===== src/rtl/sdf_pkg.sv =====
package sdf_pkg;
    typedef enum logic [1:0] {PH_IDLE, PH_DATA, PH_CRC, PH_ZERO} phase_e;
    typedef enum logic [1:0] {CRC_HOLD, CRC_CLEAR, CRC_FEED, CRC_DRAIN} crc_op_e;
endpackage


===== src/rtl/sdf_layout.sv =====
module sdf_layout #(
    parameter int LONG_W      = 24,
    parameter int SHORT_W     = 8,
    parameter int ANG_W       = 13,
    parameter int AUTO6_ABOVE = 25,
    localparam int FRAME_W    = LONG_W + ANG_W + 2,
    localparam int LEN_W      = $clog2(FRAME_W + 1)
) (
    input  logic [LONG_W-1:0]  count_i,
    input  logic [ANG_W-1:0]   angle_i,
    input  logic [1:0]         err_i,
    input  logic [1:0]         cnt_sel_i,
    input  logic               ang_full_i,
    input  logic               crc6_force_i,
    output logic [FRAME_W-1:0] word_o,
    output logic [LEN_W-1:0]   len_o,
    output logic               crc6_o
);
    logic [LEN_W-1:0]   cw, aw;
    logic [FRAME_W-1:0] cmask, amask, right;

    always_comb begin
        case (cnt_sel_i)
            2'd1:    cw = LEN_W'(SHORT_W);
            2'd2:    cw = LEN_W'(LONG_W);
            default: cw = '0;
        endcase
        aw     = ang_full_i ? LEN_W'(ANG_W) : LEN_W'(ANG_W - 1);
        len_o  = cw + aw + LEN_W'(2);
        cmask  = (FRAME_W'(1) << cw) - FRAME_W'(1);
        amask  = (FRAME_W'(1) << aw) - FRAME_W'(1);
        right  = ((FRAME_W'(count_i) & cmask) << (aw + LEN_W'(2)))
               | ((FRAME_W'(angle_i) & amask) << 2)
               | FRAME_W'(err_i);
        word_o = right << (LEN_W'(FRAME_W) - len_o);
        crc6_o = crc6_force_i | (len_o > LEN_W'(AUTO6_ABOVE));
    end
endmodule


===== src/rtl/sdf_crc.sv =====
module sdf_crc
    import sdf_pkg::*;
(
    input  logic    clk,
    input  logic    rst_n,
    input  crc_op_e op_i,
    input  logic    wide_i,
    input  logic    bit_i,
    output logic    tx_o
);
    logic [5:0] r_d, r_q;
    logic       fb;

    always_comb begin
        r_d = r_q;
        fb  = bit_i ^ (wide_i ? r_q[5] : r_q[4]);
        case (op_i)
            CRC_CLEAR: r_d = '0;
            CRC_FEED:  r_d = wide_i ? ({r_q[4:0], 1'b0} ^ ({6{fb}} & 6'h03))
                                    : ({1'b0, r_q[3:0], 1'b0} ^ ({6{fb}} & 6'h05));
            CRC_DRAIN: r_d = wide_i ? {r_q[4:0], 1'b0} : {1'b0, r_q[3:0], 1'b0};
            default:   r_d = r_q;
        endcase
        tx_o = ~(wide_i ? r_q[5] : r_q[4]);
    end

    always_ff @(posedge clk or negedge rst_n) begin
        if (!rst_n) r_q <= '0;
        else        r_q <= r_d;
    end
endmodule


===== src/rtl/sdf_serializer.sv =====
module sdf_serializer
    import sdf_pkg::*;
#(
    parameter int LONG_W      = 24,
    parameter int SHORT_W     = 8,
    parameter int ANG_W       = 13,
    parameter int AUTO6_ABOVE = 25
) (
    input  logic              clk,
    input  logic              rst_n,
    input  logic              start_i,
    input  logic              shift_i,
    input  logic [LONG_W-1:0] count_i,
    input  logic [ANG_W-1:0]  angle_i,
    input  logic [1:0]        err_i,
    input  logic [1:0]        cfg_cnt_sel_i,
    input  logic              cfg_ang_full_i,
    input  logic              cfg_crc6_i,
    input  logic              cfg_nozero_i,
    output logic              sdo_o,
    output logic              busy_o,
    output logic              done_o
);
    localparam int FRAME_W = LONG_W + ANG_W + 2;
    localparam int LEN_W   = $clog2(FRAME_W + 1);

    typedef struct packed {
        phase_e             phase;
        logic [FRAME_W-1:0] word;
        logic [LEN_W-1:0]   len;
        logic [LEN_W-1:0]   idx;
        logic               crc6;
        logic               nozero;
        logic               done;
    } state_t;

    state_t             s_d, s_q;
    crc_op_e            crc_op;
    logic               crc_tx;
    logic [FRAME_W-1:0] lay_word;
    logic [LEN_W-1:0]   lay_len;
    logic               lay_crc6;

    sdf_layout #(
        .LONG_W(LONG_W), .SHORT_W(SHORT_W), .ANG_W(ANG_W), .AUTO6_ABOVE(AUTO6_ABOVE)
    ) u_layout (
        .count_i(count_i), .angle_i(angle_i), .err_i(err_i),
        .cnt_sel_i(cfg_cnt_sel_i), .ang_full_i(cfg_ang_full_i),
        .crc6_force_i(cfg_crc6_i),
        .word_o(lay_word), .len_o(lay_len), .crc6_o(lay_crc6)
    );

    sdf_crc u_crc (
        .clk(clk), .rst_n(rst_n), .op_i(crc_op), .wide_i(s_q.crc6),
        .bit_i(s_q.word[FRAME_W-1]), .tx_o(crc_tx)
    );

    always_comb begin
        s_d      = s_q;
        s_d.done = 1'b0;
        crc_op   = CRC_HOLD;
        case (s_q.phase)
            PH_IDLE: if (start_i) begin
                s_d.phase  = PH_DATA;
                s_d.word   = lay_word;
                s_d.len    = lay_len;
                s_d.crc6   = lay_crc6;
                s_d.nozero = cfg_nozero_i;
                s_d.idx    = '0;
                crc_op     = CRC_CLEAR;
            end
            PH_DATA: if (shift_i) begin
                crc_op   = CRC_FEED;
                s_d.word = s_q.word << 1;
                if (s_q.idx == s_q.len - LEN_W'(1)) begin
                    s_d.phase = PH_CRC;
                    s_d.idx   = '0;
                end else begin
                    s_d.idx = s_q.idx + LEN_W'(1);
                end
            end
            PH_CRC: if (shift_i) begin
                crc_op = CRC_DRAIN;
                if (s_q.idx == (s_q.crc6 ? LEN_W'(5) : LEN_W'(4))) begin
                    s_d.idx = '0;
                    if (s_q.nozero) begin
                        s_d.phase = PH_IDLE;
                        s_d.done  = 1'b1;
                    end else begin
                        s_d.phase = PH_ZERO;
                    end
                end else begin
                    s_d.idx = s_q.idx + LEN_W'(1);
                end
            end
            default: if (shift_i) begin
                s_d.phase = PH_IDLE;
                s_d.done  = 1'b1;
            end
        endcase
    end

    always_ff @(posedge clk or negedge rst_n) begin
        if (!rst_n) begin
            s_q       <= '0;
            s_q.phase <= PH_IDLE;
        end else begin
            s_q <= s_d;
        end
    end

    always_comb begin
        case (s_q.phase)
            PH_DATA: sdo_o = s_q.word[FRAME_W-1];
            PH_CRC:  sdo_o = crc_tx;
            PH_ZERO: sdo_o = 1'b0;
            default: sdo_o = 1'b1;
        endcase
        busy_o = (s_q.phase != PH_IDLE);
        done_o = s_q.done;
    end
endmodule


===== config.mk =====
export PLATFORM = sky130hd
export DESIGN_NAME = sdf_serializer
export DESIGN_NICKNAME = d
export VERILOG_FILES = /design/src/rtl/sdf_pkg.sv /design/src/rtl/sdf_layout.sv /design/src/rtl/sdf_crc.sv /design/src/rtl/sdf_serializer.sv
export SDC_FILE = /design/constraint.sdc
export NUM_CORES = 1
export LEC_CHECK = 0
export ABC_CLOCK_PERIOD_IN_PS = 4400
export BUFFER_PORTS_ARGS = -buffer_cell sky130_fd_sc_hd__buf_2
export CAP_MARGIN = 10
export CELL_PAD_IN_SITES_DETAIL_PLACEMENT = 0
export CELL_PAD_IN_SITES_GLOBAL_PLACEMENT = 1
export CORE_MARGIN = 1.5
export CORE_UTILIZATION = 30
export CTS_CLUSTER_SIZE = 20
export DETAILED_ROUTE_END_ITERATION = 6
export PLACE_DENSITY_LB_ADDON = 0.12
export RECOVER_POWER = 100
export SLEW_MARGIN = 30
export SYNTH_ARGS = -nofsm -noshare
export SYNTH_HDL_FRONTEND = slang
export SYNTH_SLANG_ARGS = --single-unit

===== constraint.sdc =====
create_clock -name clk -period 4.4 [get_ports clk]
set_input_delay 0.88 -clock clk [delete_from_list [all_inputs] [get_ports clk]]
set_output_delay 0.88 -clock clk [all_outputs]
set_load 0.02 [all_outputs]

# Word level (Yosys, flattened, before mapping)
# Index checks and enable logic that the tools add are counted.
# word_totals
wordCells,87
input_bits,48
out_inout_bits,3
ff_bits,62
# op_classes
mux,31
addsub,8
n_eq_ne,15
shifts,4
magnitude_cmp,1
bitwise,9
n_reduce_logical,11
# ops
cell,n
$pmux 39 s2,1
$shl 39x6->39,2
$mux 55,1
$mux 41,1
$and 24x39->39,1
$or 39x2->39,1
$or 39x39->39,1
$shl 1x5->39 const A,1
$sub 39x2->39 const B,1
$and 13x37->37,1
$shl 1x6->37 const A,1
$sub 37x2->37 const B,1
$mux 6,6
$pmux 6 s3,2
$mux 2,7
$add 6x2->6 const B,2
$pmux 2 s3,2
$eq 2x2->1 const B,5
$ne 2x2->1 const B,5
$pmux 5 s2,1
$mux 1,8
$add 5x6->6,1
$add 6x1->6 const B,1
$eq 2x1->1 const B,3
20 further kinds,23

# Longest topological paths before layout
# logic_depth
ltp_word,11
mapped_depth,10
ltp_nobuf,7

# Modules after synthesis
# A second synthesis with hierarchy kept.
# hier_totals
hier_cells,443
area_unflattened_um2,4144.0
# modules_own_cells
module,instances,area_each_um2,seq_area_each_um2,cells_each
sdf_serializer,1,2834.0,1401.3,292
sdf_layout,1,1002.2,0.0,124
sdf_crc,1,307.8,150.1,27

# Worst setup path after synthesis
# Ideal clock, no wire load.
# synth_path
path_kind,input -> register
startpoint,input port cfg_cnt_sel_i[0]
endpoint,register s_q[48] (netlist bit)
cell_stages,8
setup_ns,0.119
setup_slack_ns,1.892
arrival_time_ns,2.389
path_buffers,2
cell_sequence,inv_1 -> ha_1 -> buf_2 -> buf_2 -> mux2_2 -> a21oi_1 -> o211ai_1 -> o21a_1
# synth_lines
element,line_no,text
"start, declared",sdf_serializer.sv:16,"input logic [1:0] cfg_cnt_sel_i,"
$eq 2x2->1 or $eq 2x1->1 (tied branches),sdf_layout.sv:23,case (cnt_sel_i)
$pmux 5 s2 (*),sdf_layout.sv:23,
$add 5x6->6 (*),sdf_layout.sv:29,len_o = cw + aw + LEN_W'(2);
$add 6x2->6 (*),sdf_layout.sv:29,
net lay_len[3],sdf_serializer.sv:41,logic [LEN_W-1:0] lay_len;
$sub 6x6->6 (*),sdf_layout.sv:35,word_o = right << (LEN_W'(FRAME_W) - len_o);
$shl 39x6->39 (*),sdf_layout.sv:35,
$mux 55 (*),sdf_serializer.sv:63,PH_IDLE: if (start_i) begin
$pmux 39 s2 (*),sdf_serializer.sv:62,case (s_q.phase)
"end, declared",sdf_serializer.sv:37,"state_t s_d, s_q;"
# The timed path passes the listed nets; every way through them passes the cells marked *. The select of a mux whose other input is x is not followed.
# A chain may end at the register's enable or synchronous reset.

# Worst setup path in the final report
# layout_path
startpoint,register s_q[55] (netlist bit)
endpoint,register s_q[29] (netlist bit)
# layout_via
elab_chain_cells,3
# layout_lines
element,line_no
$eq 2x1->1 or $logic_not 2->1 (tied branches),sdf_serializer.sv:62
$ne 2x2->1 (no line) or $reduce_bool 2->1 (tied branches),-
$reduce_and 3->1 (no line),-
# Several ways; a longest one is shown, not always the timed one.

==> impl_metrics.csv <==
group,metric,value,unit
run_status,status,"finished clean",
timing,period_minus_slack,3.28,ns
drt,drc_errors,0,
worst_setup_path,critical_path_class,"reg -> reg",
worst_setup_path,cp.arrival,3.43,ns
final_layout,drive_above_1_share,21.3,%
floorplanning,dieWidth,117,um
clocking,numCtsBuffers,9,
worst_setup_path,end_kind,"flop",
synthesis,ys.warnings.count,0,
drt,wl_met2,5180,um
floorplanning,dieArea,13700,um^2
synthesis,syn-instance-count,419,
worst_setup_path,start_kind,"flop",
power,intPower,1.72,mW
timing,worst-slew-pin-transition,1.28,ns
power,seq_power_share,34.5,%
clocking,cts.sinks,61,
clocking,cts_max_level,3,
clocking,clk_latency,0.33,ns
power,p_per_area,634,nW/um^2
clocking,tritoncts,"done",
final_layout,final_nets,518,
power,clock_power_share,23.0,%
global_route,grtUsageTotal,17.2,%
timing,setup_viol_count_final,0,
clocking,cts_post_setup_buffers_inserted,0,
synthesis,synth.area.top_cells,"dfrtp_1 39%, a21oi_1 6.4%, mux2_2 5.8%, nor2_1 4.8%, mux2i_1 4.4%",
global_route,antenna_found_initial,0,
power,ir_worst_vdd,0.000195,V
timing,max_freq,305,MHz
power,combPwrFrac,42.5,%
synthesis,synth-seq-area-share,39.2,%
clocking,post_cts_resize_count,0,
drt,met1Wirelength,5190,um
floorplanning,start_util,30.9,%
synthesis,netlist_area,3890,um^2
synthesis,syn-mean-instance-area,9.30,um^2
floorplanning,pin_count,51,
clocking,path_clk_slew,0.06,ns
timing,max_slew_margin,14.5,%
drt,wl_per_cell,17.2,um
synthesis,synth.net_count,478,
timing,tns,0,ns
drt,wl_met3,423,um
timing,hold_viol,0,
global_route,grt_pass1_vias,3243,
worst_setup_path,critPathMaxStageDelay,0.88,ns
worst_setup_path,cp_cell_sequence,"inv_1, ha_1, buf_4, mux2i_1, nor2_4, clkbuf_1, a21oi_1",
floorplanning,core_area,12600,um^2
power,netSwitchingFraction,40.3,%
job,maxCapViolCount,0,
drt,highest_layer,"met4",
final_layout,diodes,0,
timing,rsz0062_at_grt,"false",
synthesis,synth_top_cell_area_share,39.2,%
synthesis,async_flop_share,100,%
floorplanning,rows,41,
drt,avgViaCountPerCell,5.18,
synthesis,synth_edf_count,0,
synthesis,ys_seq_elements,61,
power,power,2.89,mW
synthesis,synth.cells.most_frequent,"61 x dfrtp_1, 50 x a21oi_1, 50 x nor2_1",
drt,initialDrtViolationCount,230,
power,total_leakage_power,1.95,nW
synthesis,synth-main-ff-cell,"dfrtp_1",
worst_setup_path,crit_slowest_cell,"clkbuf_1",
placement,routabilityCongestion,0.750,
timing,skew,0.00717,ns
worst_hold_path,holdCritPathClass,"reg -> reg",
synthesis,yosysMostFrequentCell,"dfrtp_1",
drt,wl,10900,um
power,power.switching,1.17,mW
placement,port_buffers,50,
drt,dr.pass1.iters,4,
global_route,overflow,0,
synthesis,synth_cell_types,50,
timing,slew_viol_final,0,
worst_setup_path,cp_max_fo,45,
drt,drtAntennaViolNets,0,
placement,dp_hpwl,8000,um
global_route,grt_max_degree,46,
drt,vias,3295,
clocking,postCtsHoldBufs,0,
global_route,grt_pass1_wl,17500,um
clocking,cts_buffer_depth,2,
clocking,cts-root-buf,"clkbuf_16",
synthesis,synth_top_cell_by_area,"dfrtp_1",
timing,finalCritPeriodShare,74.5,%
floorplanning,die_h,117,um
final_layout,syn2layout_area_growth,17.1,%
worst_setup_path,crit_required,4.55,ns
==> power by group through the flow <==
stage / sequential [mW] / clock (mW) / combinational [mW]
2_1_floorplan: 0.946 / 0 / 0.961
3_3_place_gp: 1.00 / 0 / 1.23
3_5_place_dp: 1.00 / 0 / 1.26
4_1_cts: 0.996 / 0.680 / 1.26
5_1_grt: 1.03 / 0.710 / 1.39
6_report: 0.997 / 0.665 / 1.23
==> cells in the final DEF (no fill, tap or decap), types with 3 or more instances in the layout <==
cell type,count
nor2b_1,14
mux2i_1,17
a21oi_1,50
clkinv_2,5
nor2_1,50
nand2_1,32
buf_4,3
clkbuf_16,9
mux4_2,6
inv_1,11
a2bb2oi_1,15
a22o_1,3
o21ai_0,12
o21a_1,6
clkbuf_1,10
xor2_1,3
a22oi_1,14
buf_2,45
nor3_1,5
a31oi_1,3
o211ai_1,9
ha_1,11
and2_1,3
dfrtp_1,61
xnor2_1,8
mux2_2,20
nand2b_1,3
==> path summary, 6_finish.rpt <==
check	start	end	slack, ns	depth (start not counted)
worst min register to register	u_crc.r_q[2]	u_crc.r_q[2]	0.49	2
worst max register to register	s_q[55]	s_q[29]	1.12	7
min in group asynchronous	rst_n	s_q[50]	0.80	1
worst min-delay path	u_crc.r_q[2]	u_crc.r_q[2]	0.49	2
max in group asynchronous	rst_n	s_q[22]	1.82	2
worst max-delay path	s_q[55]	s_q[29]	1.12	7
==> cell families (layout without fill, tap and decap cells) <==
family          after synthesis  after routing  share of synthesized area, %
compound gates              129            129                          22.1
fa+ha+maj                    11             11                          3.53
simple gates                123            123                          14.8
buf+inv                      41             86                          4.27
mux                          43             43                          13.6
xor+xnor                     11             11                          2.47
flops                        61             61                          39.2
==> state kept, by name, summed over array words and instances, names as in the netlist <==
name,flops
done_o,1
s_q,54
u_crc.r_q,6
==> routing by layer <==
metal / track usage, % / vias up
li1: - / 1592
met1: 23.2 / 1596
met2: 27.6 / 94
met3: 3.14 / 13
met4: 6.43 / 0
met5: 0 / -
==> worst max-delay path: cells and delay by family, from the launching register on <==
| family | cells | cell delay, ns |
|---|---|---|
| buf+inv | 3 | 1.46 |
| simple gates | 1 | 0.65 |
| flops | 1 | 0.41 |
| fa+ha+maj | 1 | 0.20 |
| mux | 1 | 0.20 |
| compound gates | 1 | 0.16 |
==> through the flow <==
stage | hold slack, ns | setup slack [ns] | utilization [%] | instance area (um^2) | std cells
after floorplan | 0.450 | 1.89 | - | 3890 | 419
after global placement | 0.470 | 1.39 | 34.1 | 4300 | 619
after detailed placement | 0.483 | 1.39 | 34.1 | 4310 | 619
after CTS | 0.494 | 1.54 | 36.3 | 4580 | 635
after global routing | 0.516 | 0.739 | 36.1 | 4560 | 636
final | 0.486 | 1.12 | 36.1 | 4560 | 636
==> area by class of cell <==
| class | instances | area [um^2] |
|---|---|---|
| multi-input combinational | 317 | 2210 |
| inverter | 11 | 41.3 |
| clock inverter | 5 | 25.0 |
| clock buffer | 11 | 253 |
| fill | 1330 | 8060 |
| timing repair buffer | 59 | 290 |
| tap | 172 | 215 |
| sequential | 61 | 1530 |
Power figures use the tool's default switching activity.
